**src/rtl/ssc_pkg.sv**
```systemverilog
package ssc_pkg;
  // signed integer phase step produced by the modulator (-1..+2 fits in 3 bits)
  typedef logic signed [2:0] step_t;
endpackage

```
**src/rtl/ssc_tick_gen.sv**
```systemverilog
module ssc_tick_gen #(
  parameter int unsigned DIV = 4
) (
  input  logic clk,
  input  logic rst_n,
  input  logic en,
  output logic tick
);
  generate
    if (DIV <= 1) begin : g_nodiv
      assign tick = en;
    end else begin : g_div
      localparam int unsigned PW = $clog2(DIV);
      localparam logic [PW-1:0] LAST = PW'(DIV - 1);
      logic [PW-1:0] pre_q, pre_n;

      always_comb begin
        pre_n = pre_q;
        if (!en)               pre_n = '0;
        else if (pre_q == LAST) pre_n = '0;
        else                   pre_n = pre_q + 1'b1;
      end

      always_ff @(posedge clk or negedge rst_n) begin
        if (!rst_n) pre_q <= '0;
        else        pre_q <= pre_n;
      end

      assign tick = en && (pre_q == LAST);

      // prescaler never leaves its range
      a_r4_pre_range: assert property (@(posedge clk) disable iff (!rst_n)
        pre_q <= LAST);
    end
  endgenerate
endmodule

```
**src/rtl/ssc_tri_profile.sv**
```systemverilog
module ssc_tri_profile #(
  parameter int unsigned FRAC_W = 24,
  parameter int unsigned CNT_W  = 16
) (
  input  logic              clk,
  input  logic              rst_n,
  input  logic              en,
  input  logic              tick,
  input  logic [FRAC_W-1:0] slope_in,
  input  logic [CNT_W-1:0]  half_in,
  output logic [FRAC_W-1:0] ofs,
  output logic              rising
);
  logic [FRAC_W-1:0] slope_q, slope_n;
  logic [CNT_W-1:0]  half_q, half_n;
  logic [CNT_W-1:0]  cnt_q, cnt_n;
  logic [FRAC_W-1:0] ofs_q, ofs_n;
  logic              dir_q, dir_n;
  logic [CNT_W:0]    cnt_inc;

  assign cnt_inc = {1'b0, cnt_q} + 1'b1;

  always_comb begin
    slope_n = slope_q;
    half_n  = half_q;
    cnt_n   = cnt_q;
    ofs_n   = ofs_q;
    dir_n   = dir_q;
    if (!en) begin
      // settings are captured only while idle; profile restarts
      slope_n = slope_in;
      half_n  = (half_in == '0) ? CNT_W'(1) : half_in;
      cnt_n   = '0;
      ofs_n   = '0;
      dir_n   = 1'b1;
    end else if (tick) begin
      if (dir_q) begin
        cnt_n = cnt_inc[CNT_W-1:0];
        ofs_n = ofs_q + slope_q;
        if (cnt_inc >= {1'b0, half_q}) dir_n = 1'b0;
      end else begin
        cnt_n = cnt_q - 1'b1;
        ofs_n = ofs_q - slope_q;
        if (cnt_q == CNT_W'(1)) dir_n = 1'b1;
      end
    end
  end

  always_ff @(posedge clk or negedge rst_n) begin
    if (!rst_n) begin
      slope_q <= '0;
      half_q  <= CNT_W'(1);
      cnt_q   <= '0;
      ofs_q   <= '0;
      dir_q   <= 1'b1;
    end else begin
      slope_q <= slope_n;
      half_q  <= half_n;
      cnt_q   <= cnt_n;
      ofs_q   <= ofs_n;
      dir_q   <= dir_n;
    end
  end

  assign ofs    = ofs_q;
  assign rising = dir_q;

  // a rising update never wraps the offset
  a_r3_no_overflow: assert property (@(posedge clk) disable iff (!rst_n)
    (en && tick && dir_q) |=> (ofs_q >= $past(ofs_q)));
  // the offset is back at zero whenever the direction turns downward again
  a_r5_trough_zero: assert property (@(posedge clk) disable iff (!rst_n)
    $rose(dir_q) |-> (ofs_q == '0));
  // the update counter stays inside the captured half-period
  a_r4_cnt_bound: assert property (@(posedge clk) disable iff (!rst_n)
    cnt_q <= half_q);
endmodule

```
**src/rtl/ssc_sdm.sv**
```systemverilog
module ssc_sdm
  import ssc_pkg::*;
#(
  parameter int unsigned FRAC_W    = 24,
  parameter int unsigned MAX_ORDER = 2
) (
  input  logic              clk,
  input  logic              rst_n,
  input  logic              en,
  input  logic              order2,
  input  logic [FRAC_W-1:0] ofs,
  output step_t             step
);
  logic [FRAC_W:0]   sum1;
  logic [FRAC_W-1:0] acc1_q, acc1_n;
  logic              c1;

  assign sum1   = {1'b0, acc1_q} + {1'b0, ofs};
  assign c1     = sum1[FRAC_W];
  assign acc1_n = en ? sum1[FRAC_W-1:0] : '0;

  always_ff @(posedge clk or negedge rst_n) begin
    if (!rst_n) acc1_q <= '0;
    else        acc1_q <= acc1_n;
  end

  generate
    if (MAX_ORDER >= 2) begin : g_mash
      logic [FRAC_W:0]   sum2;
      logic [FRAC_W-1:0] acc2_q, acc2_n;
      logic              c2, c2d_q, c2d_n, use2;

      assign sum2   = {1'b0, acc2_q} + {1'b0, sum1[FRAC_W-1:0]};
      assign c2     = sum2[FRAC_W];
      assign use2   = en && order2;
      assign acc2_n = use2 ? sum2[FRAC_W-1:0] : '0;
      assign c2d_n  = use2 ? c2 : 1'b0;

      always_ff @(posedge clk or negedge rst_n) begin
        if (!rst_n) begin
          acc2_q <= '0;
          c2d_q  <= 1'b0;
        end else begin
          acc2_q <= acc2_n;
          c2d_q  <= c2d_n;
        end
      end

      always_comb begin
        if (order2)
          step = step_t'({2'b00, c1}) + step_t'({2'b00, c2}) - step_t'({2'b00, c2d_q});
        else
          step = step_t'({2'b00, c1});
      end

      // in first order the second stage stays cleared
      a_r7_stage2_idle: assert property (@(posedge clk) disable iff (!rst_n)
        !order2 |=> (acc2_q == '0 && !c2d_q));
    end else begin : g_first
      assign step = step_t'({2'b00, c1});
    end
  endgenerate
endmodule

```
**src/rtl/ssc_phase_rotator.sv**
```systemverilog
module ssc_phase_rotator
  import ssc_pkg::*;
#(
  parameter int unsigned PH_W      = 6,
  parameter int unsigned FRAC_W    = 24,
  parameter int unsigned CNT_W     = 16,
  parameter int unsigned TICK_DIV  = 4,
  parameter int unsigned MAX_ORDER = 2
) (
  input  logic              clk,
  input  logic              rst_n,
  input  logic              spread_en,
  input  logic              order_sel,
  input  logic [FRAC_W-1:0] slope_cfg,
  input  logic [CNT_W-1:0]  half_cfg,
  output logic [PH_W-1:0]   phase_idx,
  output logic              freq_falling
);
  localparam int unsigned EXT_W = PH_W - 3;

  logic              tick;
  logic [FRAC_W-1:0] ofs;
  step_t             step;
  logic [PH_W-1:0]   phase_q, phase_n, step_ext;

  ssc_tick_gen #(.DIV(TICK_DIV)) i_tick (
    .clk (clk),
    .rst_n (rst_n),
    .en (spread_en),
    .tick (tick)
  );

  ssc_tri_profile #(.FRAC_W(FRAC_W), .CNT_W(CNT_W)) i_prof (
    .clk (clk),
    .rst_n (rst_n),
    .en (spread_en),
    .tick (tick),
    .slope_in (slope_cfg),
    .half_in (half_cfg),
    .ofs (ofs),
    .rising (freq_falling)
  );

  ssc_sdm #(.FRAC_W(FRAC_W), .MAX_ORDER(MAX_ORDER)) i_sdm (
    .clk (clk),
    .rst_n (rst_n),
    .en (spread_en),
    .order2 (order_sel),
    .ofs (ofs),
    .step (step)
  );

  assign step_ext = {{EXT_W{step[2]}}, step};

  always_comb begin
    phase_n = phase_q;
    if (spread_en) phase_n = phase_q + step_ext;
  end

  always_ff @(posedge clk or negedge rst_n) begin
    if (!rst_n) phase_q <= '0;
    else        phase_q <= phase_n;
  end

  assign phase_idx = phase_q;

  // disabled cycles leave the phase untouched and restart the profile downward
  a_r2_phase_hold: assert property (@(posedge clk) disable iff (!rst_n)
    !spread_en |=> $stable(phase_q));
  a_r2_restart_dir: assert property (@(posedge clk) disable iff (!rst_n)
    !spread_en |=> freq_falling);
  // first-order steps are 0 or +1
  a_r6_first_step: assert property (@(posedge clk) disable iff (!rst_n)
    (spread_en && !order_sel) |=>
      (PH_W'(phase_q - $past(phase_q)) inside {PH_W'(0), PH_W'(1)}));
  // second-order steps stay in -1..+2 (modulo the phase count, R8)
  a_r7_second_step: assert property (@(posedge clk) disable iff (!rst_n)
    (spread_en && order_sel) |=>
      (PH_W'(phase_q - $past(phase_q)) inside {PH_W'(0), PH_W'(1), PH_W'(2), {PH_W{1'b1}}}));
endmodule

```
**config.mk**
```make
export PLATFORM = sky130hd
export DESIGN_NAME = ssc_phase_rotator
export DESIGN_NICKNAME = d
export VERILOG_FILES = /design/src/rtl/ssc_pkg.sv /design/src/rtl/ssc_tick_gen.sv /design/src/rtl/ssc_tri_profile.sv /design/src/rtl/ssc_sdm.sv /design/src/rtl/ssc_phase_rotator.sv
export SDC_FILE = /design/constraint.sdc
export NUM_CORES = 1
export LEC_CHECK = 0
export BUFFER_PORTS_ARGS = -buffer_cell sky130_fd_sc_hd__buf_2
export CAP_MARGIN = 10
export CORE_ASPECT_RATIO = 0.75
export CORE_MARGIN = 2
export CORE_UTILIZATION = 41
export CTS_CLUSTER_DIAMETER = 50
export DETAILED_ROUTE_END_ITERATION = 12
export HOLD_SLACK_MARGIN = 0.05
export MAX_ROUTING_LAYER = met4
export SYNTH_ARGS = -nofsm -noshare
export SYNTH_HDL_FRONTEND = slang
export SYNTH_HIERARCHICAL = 1
export SYNTH_SLANG_ARGS = --single-unit
```
**constraint.sdc**
```tcl
create_clock -name clk -period 16.7 [get_ports clk]
set_input_delay 0 -clock clk [delete_from_list [all_inputs] [get_ports clk]]
set_output_delay 0 -clock clk [all_outputs]
set_load 0.005 [all_outputs]
```
Word level (Yosys, flattened, before mapping)
Index checks and enable logic that the tools add are counted.

Flip-flop bits (word level): 138. Output and inout bits: 7.

Add/sub/neg operators: 10. $lt $le $gt $ge: 1. Equality and inequality tests: 3. Muxes and demuxes: 18. Reductions and logical operators: 3.

Operators by type and width (count): $mux W24 (5); $mux W16 (4); $add A24 B24 Y25 (2); $add A24 B24 Y24 (1); $sub A24 B24 Y24 (1); $add A16 B1 Y17 const B (1); $ge A17 B16 Y1 (1); $eq A16 B1 Y1 const B (1); $logic_not A16 Y1 (1); $sub A16 B1 Y16 const B (1); $add A6 B6 Y6 (1); $mux W1 (6); $mux W2 (2); $mux W3 (1); $sub A2 B1 Y3 (1); $add A1 B1 Y2 (1); $add A2 B1 Y2 const B (1); $eq A2 B2 Y1 const B (1); $logic_and A1 B1 Y1 (2); $ne A2 B1 Y1 const B (1).

Longest topological paths before layout
Gate-level depths: netlist of the first run.

Depth after elaboration: 6. Gate-level depth with buffers: 27.

Modules after synthesis
Netlist of the first run, hierarchy kept.

By module, submodules not included: ssc_tri_profile (instances 1, cells each 671, area an instance 6004.5 um^2); ssc_sdm (instances 1, cells each 452, area an instance 4125.2 um^2); ssc_phase_rotator (instances 1, cells each 40, area an instance 454.2 um^2); ssc_tick_gen (instances 1, cells each 6, area an instance 88.8 um^2).

Worst setup path after synthesis of the first run
OpenSTA, ideal clock, no wires.

Path kind: reg2reg. Start: reg i_prof.ofs_q[3] (netlist: i_prof/ofs[3]). End: reg phase_q[4] (netlist: phase_idx[4]). Arrival time: 5.564 ns. Required time: 16.575 ns. Slack: 11.011 ns. Cell stages (with the launch flop): 27. Period minus slack after synthesis: 5.689 ns. Path through: dfrtp_1 ha_1 a21o_1 a21oi_1 a21oi_1 o211ai_2 nand2_1 a2111oi_4 xnor2_1 ha_1 clkbuf_1 a21o_1 a21o_1 a21o_1 a221o_1 a21oi_1 and2_1 ha_1 inv_1 ha_1 mux2_2 ha_1 fa_1 a21o_1 a21oi_2 xnor2_1 mux2_2.

Word-level cells in the longest chain between the ends: 6.

Ends and longest elaborated chain: start, declared (RTL line ssc_tri_profile.sv:17) `logic [FRAC_W-1:0] ofs_q, ofs_n;`; start signal, assigned (RTL line ssc_tri_profile.sv:60) `ofs_q <= ofs_n;`; $add A24 B24 Y25 (*) (RTL line ssc_sdm.sv:18) `assign sum1 = {1'b0, acc1_q} + {1'b0, ofs};`; $add A24 B24 Y25 (RTL line ssc_sdm.sv:33) `assign sum2 = {1'b0, acc2_q} + {1'b0, sum1[FRAC_W-1:0]};`; $add A1 B1 Y2 (RTL line ssc_sdm.sv:51) `step = step_t'({2'b00, c1}) + step_t'({2'b00, c2}) - step_t'({2'b00, c2d_q});`; $sub A2 B1 Y3 (RTL line ssc_sdm.sv:51); $mux W3 (*) (RTL line ssc_sdm.sv:50) `if (order2)`; named net step[0] (RTL line ssc_phase_rotator.sv:23) `step_t step;`; $add A6 B6 Y6 (*) (RTL line ssc_phase_rotator.sv:57) `if (spread_en) phase_n = phase_q + step_ext;`; end signal, assigned (RTL line ssc_phase_rotator.sv:62) `else phase_q <= phase_n;`; end, declared (RTL line ssc_phase_rotator.sv:24) `logic [PH_W-1:0] phase_q, phase_n, step_ext;`.

The timed path passes the listed nets; every way through them passes the cells marked *. A chain may end at the register's enable or synchronous reset.

Final worst setup path of the first run
Same ends and word-level chain as after synthesis.

==> results of run 1 <==
-- area by class of cell --
cell class,count,area [µm²],area share (%)
inverter,50,188,1.54
multi-input combinational,929,6810,55.7
sequential,138,3460,28.3
clock inverter,6,86.3,0.707
tap,344,430,3.53
clock buffer,25,505,4.14
timing repair buffer,99,737,6.04
-- worst paths after layout --
kind / startpoint / endpoint / slack, ps / depth (start not counted)
max in group asynchronous: rst_n / i_sdm/acc1_q[19] / 15190 / 3
min in group clk: slope_cfg[13] / i_prof/slope_q[13] / 330 / 3
worst max register to register: i_prof/ofs[3] / phase_idx[4] / 10490 / 25
worst min register to register: i_prof/half_q[0] / i_prof/half_q[0] / 470 / 2
worst min-delay path: rst_n / i_prof/half_q[14] / 190 / 2
worst max-delay path: i_prof/ofs[3] / phase_idx[4] / 10490 / 25
-- cell usage after synthesis, drive strengths merged (5+ instances only) --
library cell / n
or3: 5
nand4: 26
nand2: 79
o21a: 19
clkbuf: 40
o211ai: 7
o41ai: 5
nand2b: 12
mux2: 46
o21ai: 47
inv: 50
a31oi: 14
or4: 7
a211oi: 7
mux2i: 11
ha: 104
nor4: 12
a211o: 7
o31ai: 5
dfrtp: 136
and3: 15
o21bai: 10
nor3b: 7
a21oi: 97
nor2: 75
and2: 39
nand3: 25
a21o: 34
buf: 12
nor2b: 19
a21boi: 5
xor2: 40
nor3: 41
xnor2: 56
-- power groups by stage --
| stage | registers (mW) | clock network [mW] | logic (mW) |
|---|---|---|---|
| floorplan | 0.373 | 0 | 0.0966 |
| detailed placement | 0.378 | 0 | 0.136 |
| CTS | 0.372 | 0.396 | 0.145 |
| finish | 0.372 | 0.387 | 0.145 |
| global placement | 0.378 | 0 | 0.135 |
| global route | 0.375 | 0.413 | 0.163 |
-- cell families (layout without fill, tap and decap cells) --
| group | after synthesis | count (layout) | share of synthesized area, % |
|---|---|---|---|
| flops | 138 | 138 | 32.4 |
| buf+inv | 102 | 180 | 3.85 |
| mux | 57 | 57 | 5.89 |
| fa+ha+maj | 108 | 108 | 12.9 |
| xor+xnor | 96 | 96 | 7.88 |
| simple gates | 371 | 371 | 18.0 |
| compound gates | 297 | 297 | 19.1 |
-- placed cells by master, fill, tap and decap left out, types with 12 or more instances in the layout --
cell	instances
clkbuf_16	17
and2_1	38
and3_1	15
a21o_1	34
dlygate4sd3_1	44
nand3_1	25
a31oi_1	12
inv_1	49
nand2b_1	12
o21a_1	19
buf_2	48
nor2b_1	19
xor2_1	40
mux2_2	46
nand4_1	26
nor3_1	41
nand2_1	79
a21oi_1	93
nor2_1	75
ha_1	104
dfrtp_1	136
o21ai_0	38
xnor2_1	56
-- what timing repair did --
item | 4_1_cts | 5_1_grt
resized for setup | 0 | 0
endpoints found under the hold margin | 117 | 0
hold buffers | 44 | 0
-- flip-flops by register name, indices dropped and copies added, names as in the netlist --
| register | flops |
|---|---|
| i_tick/g_div.pre_q | 2 |
| i_sdm/g_mash.acc2_q | 24 |
| phase_idx | 6 |
| i_prof/slope_q | 24 |
| i_prof/cnt_q | 16 |
| i_sdm/acc1_q | 24 |
| i_sdm/g_mash.c2d_q | 1 |
| i_prof/half_q | 16 |
| i_prof/ofs | 24 |
| i_prof/rising | 1 |
-- layer usage --
layer | global-route usage (%) | vias to the layer above | share of wire [%]
li1 | - | 4372 | -
met1 | 31.5 | 4275 | 53
met4 | 4.73 | 0 | 0.89
met3 | 3.71 | 14 | 5.5
met2 | 28.2 | 226 | 40
met5 | - | - | 0
-- through the flow --
stage	util, %	instance area, µm²	instances	power (mW)
after floorplan	-	10700	1169	0.470
after detailed placement	43.4	11200	1516	0.514
after CTS	47.4	12200	1591	0.914
after global placement	43.4	11200	1516	0.513
after global routing	47.4	12200	1591	0.951
final	47.4	12200	1591	0.904
-- worst register-to-register path: stages (launching register included) --
cell and delay [ps]:
dfrtp_1 400, ha_1 370, a21o_1 180, a21oi_1 170, a21oi_1 130, o211ai_2 290
nand2_1 220, a2111oi_4 450, xnor2_1 170, ha_1 330, a21o_1 240, a21o_1 180
a21o_1 210, a221o_1 300, a21oi_1 170, and2_1 200, ha_1 240, inv_1 60
ha_1 210, mux2_2 260, ha_1 220, fa_1 410, a21o_1 210, a21oi_2 140
xnor2_1 70, mux2_2 250
==> reports/qor.txt, run 1 <==
clk slew on worst S/H paths -> 60 ps
drt first pass iters -> 5
RSZ-0062 raised after global routing -> no
Crit. End Element -> register
Antenna Cells -> 0
crit path setup slack, layout -> 10490 ps
vias in the first global route -> 8346
Period minus WS final -> 6210 ps
EDFF count, synth -> 0
slowest CP cell -> a2111oi_4
post-CTS setup repair buffer count -> 0
Mapped Area -> 10700 µm²
period utilization -> 37.2%
vias -> 8887
Int Power -> 0.658 mW
Max Slew Vio Count -> 0
run status -> complete, no violations
GRT Total Usage -> 20.8%
Primary FF master, synth -> dfrtp_1
Synth area leaders -> dfrtp_1 32%, ha_1 12%, mux2_2 4.9%
routability cong. -> 0.943
DR vias/cell -> 5.59
initial core utilization -> 41.4%
largest net degree at the start of global routing -> 83
CP Data Required Time -> 17020 ps
total CTS buffers -> 17
IO Pins -> 51
fraction of layout cells with a size suffix above 1 -> 12.4%
Clock Tree Root -> clkbuf_16
final setup vio count -> 0
PwrDens -> 74.0 nW/µm²
part of the power in the clock network -> 42.8%
Leakage -> 5.93 nW
global-route wire length before repair -> 43900 µm
die area -> 27400 µm²
DRC -> 0
Filler Cell Count -> 2462
Post-Syn Instances -> 1169
height of the die -> 144 µm
synthesis-stage register bit count -> 138
Cell Rows -> 51
sequential area share after synthesis -> 32.4%
Ys Warns -> 6
Largest stage delay, worst path -> 450 ps
CTS tree -> built
Slew headroom -> 30.4%
H-tree levels -> 4
sequential share of power -> 41.2%
cell taking the most area after synthesis -> dfrtp_1
total gr overflow -> 0
Avg WL per Cell -> 16.6 µm
setup TNS -> 0 ps
Fmax -> 0.161 GHz
Layout area overhead -> 14.4%
antenna-violating nets left -> 0
WP data arrival -> 6520 ps
FFs w/ async S/R, synth -> 100%
clk_lat worst skew -> 440 ps
Worst Path Max Fanout -> 8
Setup WS pre-CTS -> 10580 ps
Synth cell types -> 80
P_sw -> 0.246 mW
CP Launch Type -> register
kind of critical path -> reg2reg
Detail Placement HPWL -> 19100 µm
WP buf/inv -> 1
syn_nets -> 1321
hold crit path type -> in2async
CTS sink cnt -> 138
maximum VDD drop -> 0.0736 mV
Routed Wire Length -> 26400 µm
final hold violations -> 0
post-synth top area share -> 31.9%
max_cap viols -> 0
cell class contributing the biggest share of worst-path delay -> compound AO/OA/AOI/OAI gates
Setup Skew -> 18.6 ps
initial antenna violation count -> 0
worst-case clock buffer depth -> 2
Initial DRC Count -> 640
Nets -> 1387
Slew @ Worst Pin -> 1040 ps
die width -> 190 µm
Port Buffers -> 50
Switching Fraction -> 27.2%
Hold Slack -> 192 ps
Synth Area per Inst -> 9.13 µm²
Logic pwr share -> 16.0%
core footprint -> 25800 µm²
No activity file was read; power rests on OpenSTA's default activity.
==> run 2: changes to the inputs <==
--- a/config.mk
+++ b/config.mk
@@ -5,6 +5,7 @@
 export SDC_FILE = /design/constraint.sdc
 export NUM_CORES = 1
 export LEC_CHECK = 0
+export ABC_AREA = 1
 export BUFFER_PORTS_ARGS = -buffer_cell sky130_fd_sc_hd__buf_2
 export CAP_MARGIN = 10
 export CORE_ASPECT_RATIO = 0.75
==> constraint.sdc (replaced) <==
create_clock -name clk -period 5.5 [get_ports clk]
set_input_delay 0 -clock clk [delete_from_list [all_inputs] [get_ports clk]]
set_output_delay 0 -clock clk [all_outputs]
set_load 0.005 [all_outputs]
==> reports/qor.txt, run 2 <==
run status -> complete, no violations (unchanged)
total gr overflow -> 0 (unchanged)
final setup vio count -> 0 (unchanged)
simple logic cell fraction of the synthesized area -> 34.4% (was 18.0%)
main combinational cell family by area after synthesis -> simple AND/OR/NAND/NOR gates (was compound AO/OA/AOI/OAI gates)
Fmax -> 0.193 GHz (was 0.161 GHz)
largest net degree at the start of global routing -> 80 (was 83)
fraction of layout cells with a size suffix above 1 -> 7.01% (was 12.4%)
slowest CP cell -> ha_2 (was a2111oi_4)
routability cong. -> 0.992 (was 0.943)
Layout area overhead -> 15.2% (was 14.4%)
CTS tree -> built (unchanged)
antenna-violating nets left -> 0 (unchanged)
DR vias/cell -> 5.00 (was 5.59)
Largest stage delay, worst path -> 420 ps (was 450 ps)
Max Slew Vio Count -> 0 (unchanged)
max_cap viols -> 0 (unchanged)
Ys Warns -> 6 (unchanged)
EDFF count, synth -> 0 (unchanged)
Crit path top cell by count -> nand2_1
vias in the first global route -> 10.9k (was 8346)
Post-synth top cells -> 626 x nand2_1, 304 x inv_1, 180 x nor2_1 (was 136 x dfrtp_1, 104 x ha_1, 93 x a21oi_1)
initial antenna violation count -> 0 (unchanged)
hold crit path type -> in2reg (was in2async)
Post-Syn Instances -> 1837 (was 1169)
CP Launch Type -> register (unchanged)
Synth Area in XOR/XNOR -> 4.06% (was 7.88%)
H-tree levels -> 4 (unchanged)
Filler Cell Count -> 2894 (was 2462)
Synth cell types -> 46 (was 80)
Core Util, Final -> 48.3% (was 47.4%)
drt first pass iters -> 6 (was 5)
post-synthesis adder-cell area fraction -> 11.7% (was 12.9%)
clk_lat worst skew -> 440 ps (about the same)
core footprint -> 28200 µm² (was 25800 µm²)
Cell Rows -> 53 (was 51)
PwrDens -> 204 nW/µm² (was 74.0 nW/µm²)
Avg WL per Cell -> 14.9 µm (was 16.6 µm)
Synth area leaders -> dfrtp_1 29%, nand2_1 20%, ha_1 11% (was dfrtp_1 32%, ha_1 12%, mux2_2 4.9%)
Clock Tree Root -> clkbuf_16 (unchanged)
period utilization -> 94.0% (was 37.2%)
sequential area share after synthesis -> 29.2% (was 32.4%)
CP Data Required Time -> 5880 ps (was 17020 ps)
Slew @ Worst Pin -> 828 ps (was 1040 ps)
Worst Path Max Fanout -> 5 (was 8)
clk slew on worst S/H paths -> 60 ps (about the same)
global-route wire length before repair -> 56500 µm (was 43900 µm)
Slew headroom -> 44.7% (was 30.4%)
syn_nets -> 1989 (was 1321)
vias -> 11.6k (was 8887)
Mapped Area -> 11800 µm² (was 10700 µm²)
Initial DRC Count -> 1029 (was 640)
kind of critical path -> reg2reg (unchanged)
die width -> 200 µm (was 190 µm)
FFs w/ async S/R, synth -> 100% (unchanged)
cell taking the most area after synthesis -> dfrtp_1 (unchanged)
Detail Placement HPWL -> 26400 µm (was 19100 µm)
Nets -> 2079 (was 1387)
Synth Area per Inst -> 6.44 µm² (was 9.13 µm²)
Leakage -> 7.84 nW (was 5.93 nW)
Period minus WS final -> 5170 ps (was 6210 ps)
most frequent cells in the layout -> 626 x nand2_1, 303 x inv_1, 178 x nor2_1 (was 136 x dfrtp_1, 104 x ha_1, 93 x a21oi_1)
total CTS buffers -> 17 (unchanged)
worst-case clock buffer depth -> 2 (unchanged)
Primary FF master, synth -> dfrtp_1 (unchanged)
height of the die -> 151 µm (was 144 µm)
most common cell in the synthesized netlist -> nand2_1 (was dfrtp_1)
post-synthesis compound-gate area fraction -> 9.85% (was 19.1%)
post-synth top area share -> 28.8% (was 31.9%)
multiplexer share of the synthesized area -> 0% (was 5.89%)
leading cell type in the layout, fill and taps excluded -> nand2_1 (was dfrtp_1)
Port Buffers -> 50 (unchanged)
synthesis-stage register bit count -> 138 (unchanged)
RSZ-0062 raised after global routing -> no (unchanged)
die area -> 30200 µm² (was 27400 µm²)
Antenna Cells -> 0 (unchanged)
initial core utilization -> 42.0% (was 41.4%)
maximum VDD drop -> 0.223 mV (was 0.0736 mV)
final hold violations -> 0 (unchanged)
WP data arrival -> 5550 ps (was 6520 ps)
IO Pins -> 51 (unchanged)
setup TNS -> 0 ps (unchanged)
Setup Skew -> 7.45 ps (was 18.6 ps)
CTS sink cnt -> 138 (unchanged)
Routed Wire Length -> 34600 µm (was 26400 µm)
DRC -> 0 (unchanged)
Crit. End Element -> register (unchanged)
GRT Total Usage -> 24.8% (was 20.8%)
run 2: cell types whose count changed in the layout (fill, tap and decap cells not counted), moves of 19 or more:
cell	previous run	this run
a21o_1	34	3
and2_1	38	4
inv_1	49	303
mux2_2	46	0
nand2_1	79	626
nand3_1	25	88
nor2_1	75	178
nor2b_1	19	0
nor3_1	41	17
o21ai_0	38	91
xnor2_1	56	18
run 2: area by class of cell:
| cell class | count | area, µm² | share of cell area, % |
|---|---|---|---|
| Clock buffer | 21 | 480 | 3.53 |
| Clock inverter | 11 | 166 | 1.22 |
| Inverter | 310 | 1160 | 8.55 |
| Multi-Input combinational cell | 1362 | 7150 | 52.5 |
| Sequential cell | 138 | 3460 | 25.4 |
| Tap cell | 385 | 482 | 3.54 |
| Timing Repair Buffer | 98 | 722 | 5.30 |
run 2: worst paths after layout:
kind                       cells after the start                from                    end  slack (ps)
setup / recovery                              30    i_sdm/acc1_q[12]           phase_idx[4]         330
setup reg to reg                              30    i_sdm/acc1_q[12]           phase_idx[4]         330
hold / removal                                 4           spread_en  i_tick/g_div.pre_q[1]         100
min in group asynchronous                      2               rst_n     i_prof/slope_q[19]         200
hold reg to reg                                2  i_prof/slope_q[23]     i_prof/slope_q[23]         510
max in group asynchronous                      3               rst_n           phase_idx[0]        3970
run 2: metal layers:
| layer | global-route usage, % | wire (µm) | vias to the layer above |
|---|---|---|---|
| li1 | - | - | 5948 |
| met2 | 34.1 | 13700 | 349 |
| met3 | 5.08 | 2580 | 23 |
| met4 | 3.96 | 248 | 0 |
| met5 | - | 0 | - |
| met1 | 37.4 | 18100 | 5304 |
run 2: cell families after synthesis:
family,count (synthesis)
fa+ha+maj,108
xor+xnor,54
flops,138
simple gates,981
buf+inv,337
compound gates,219
run 2: timing repair:
action | 4_1_cts | 5_1_grt
setup endpoints to repair | 0 | 4
gates resized for setup | 0 | 10
setup buffers | 0 | 0
hold buffers | 42 | 0
endpoints found under the hold margin | 122 | 0
run 2: stage by stage:
stage | total power [mW] | std cells | instance area (µm²) | hold WS, ps | setup WS, ps
2_1_floorplan | 1.36 | 1837 | 11800 | -296 | 1110
3_3_place_gp | 1.49 | 2251 | 12500 | 118 | 398
3_5_place_dp | 1.49 | 2251 | 12500 | 118 | 388
4_1_cts | 2.81 | 2325 | 13600 | 85.9 | 365
5_1_grt | 2.92 | 2325 | 13600 | 121 | 31.5
6_report | 2.78 | 2325 | 13600 | 96.9 | 329
run 2: worst max-delay path, delay by kind of cell, from the launching register on:
family	cells	cell delay [ps]
AOI/OAI and AO/OA	2	220
and+or+nand+nor	17	2240
buffers and inverters	5	310
DFF	1	400
adders and majority gates	6	1930
run 2: power by group:
| group | leakage (nW) | internal [mW] | total (mW) | switching (mW) |
|---|---|---|---|---|
| registers | 1.84 | 1.06 | 1.09 | 0.0343 |
| logic | 5.68 | 0.148 | 0.409 | 0.261 |
| clock network | 0.311 | 0.805 | 1.28 | 0.477 |
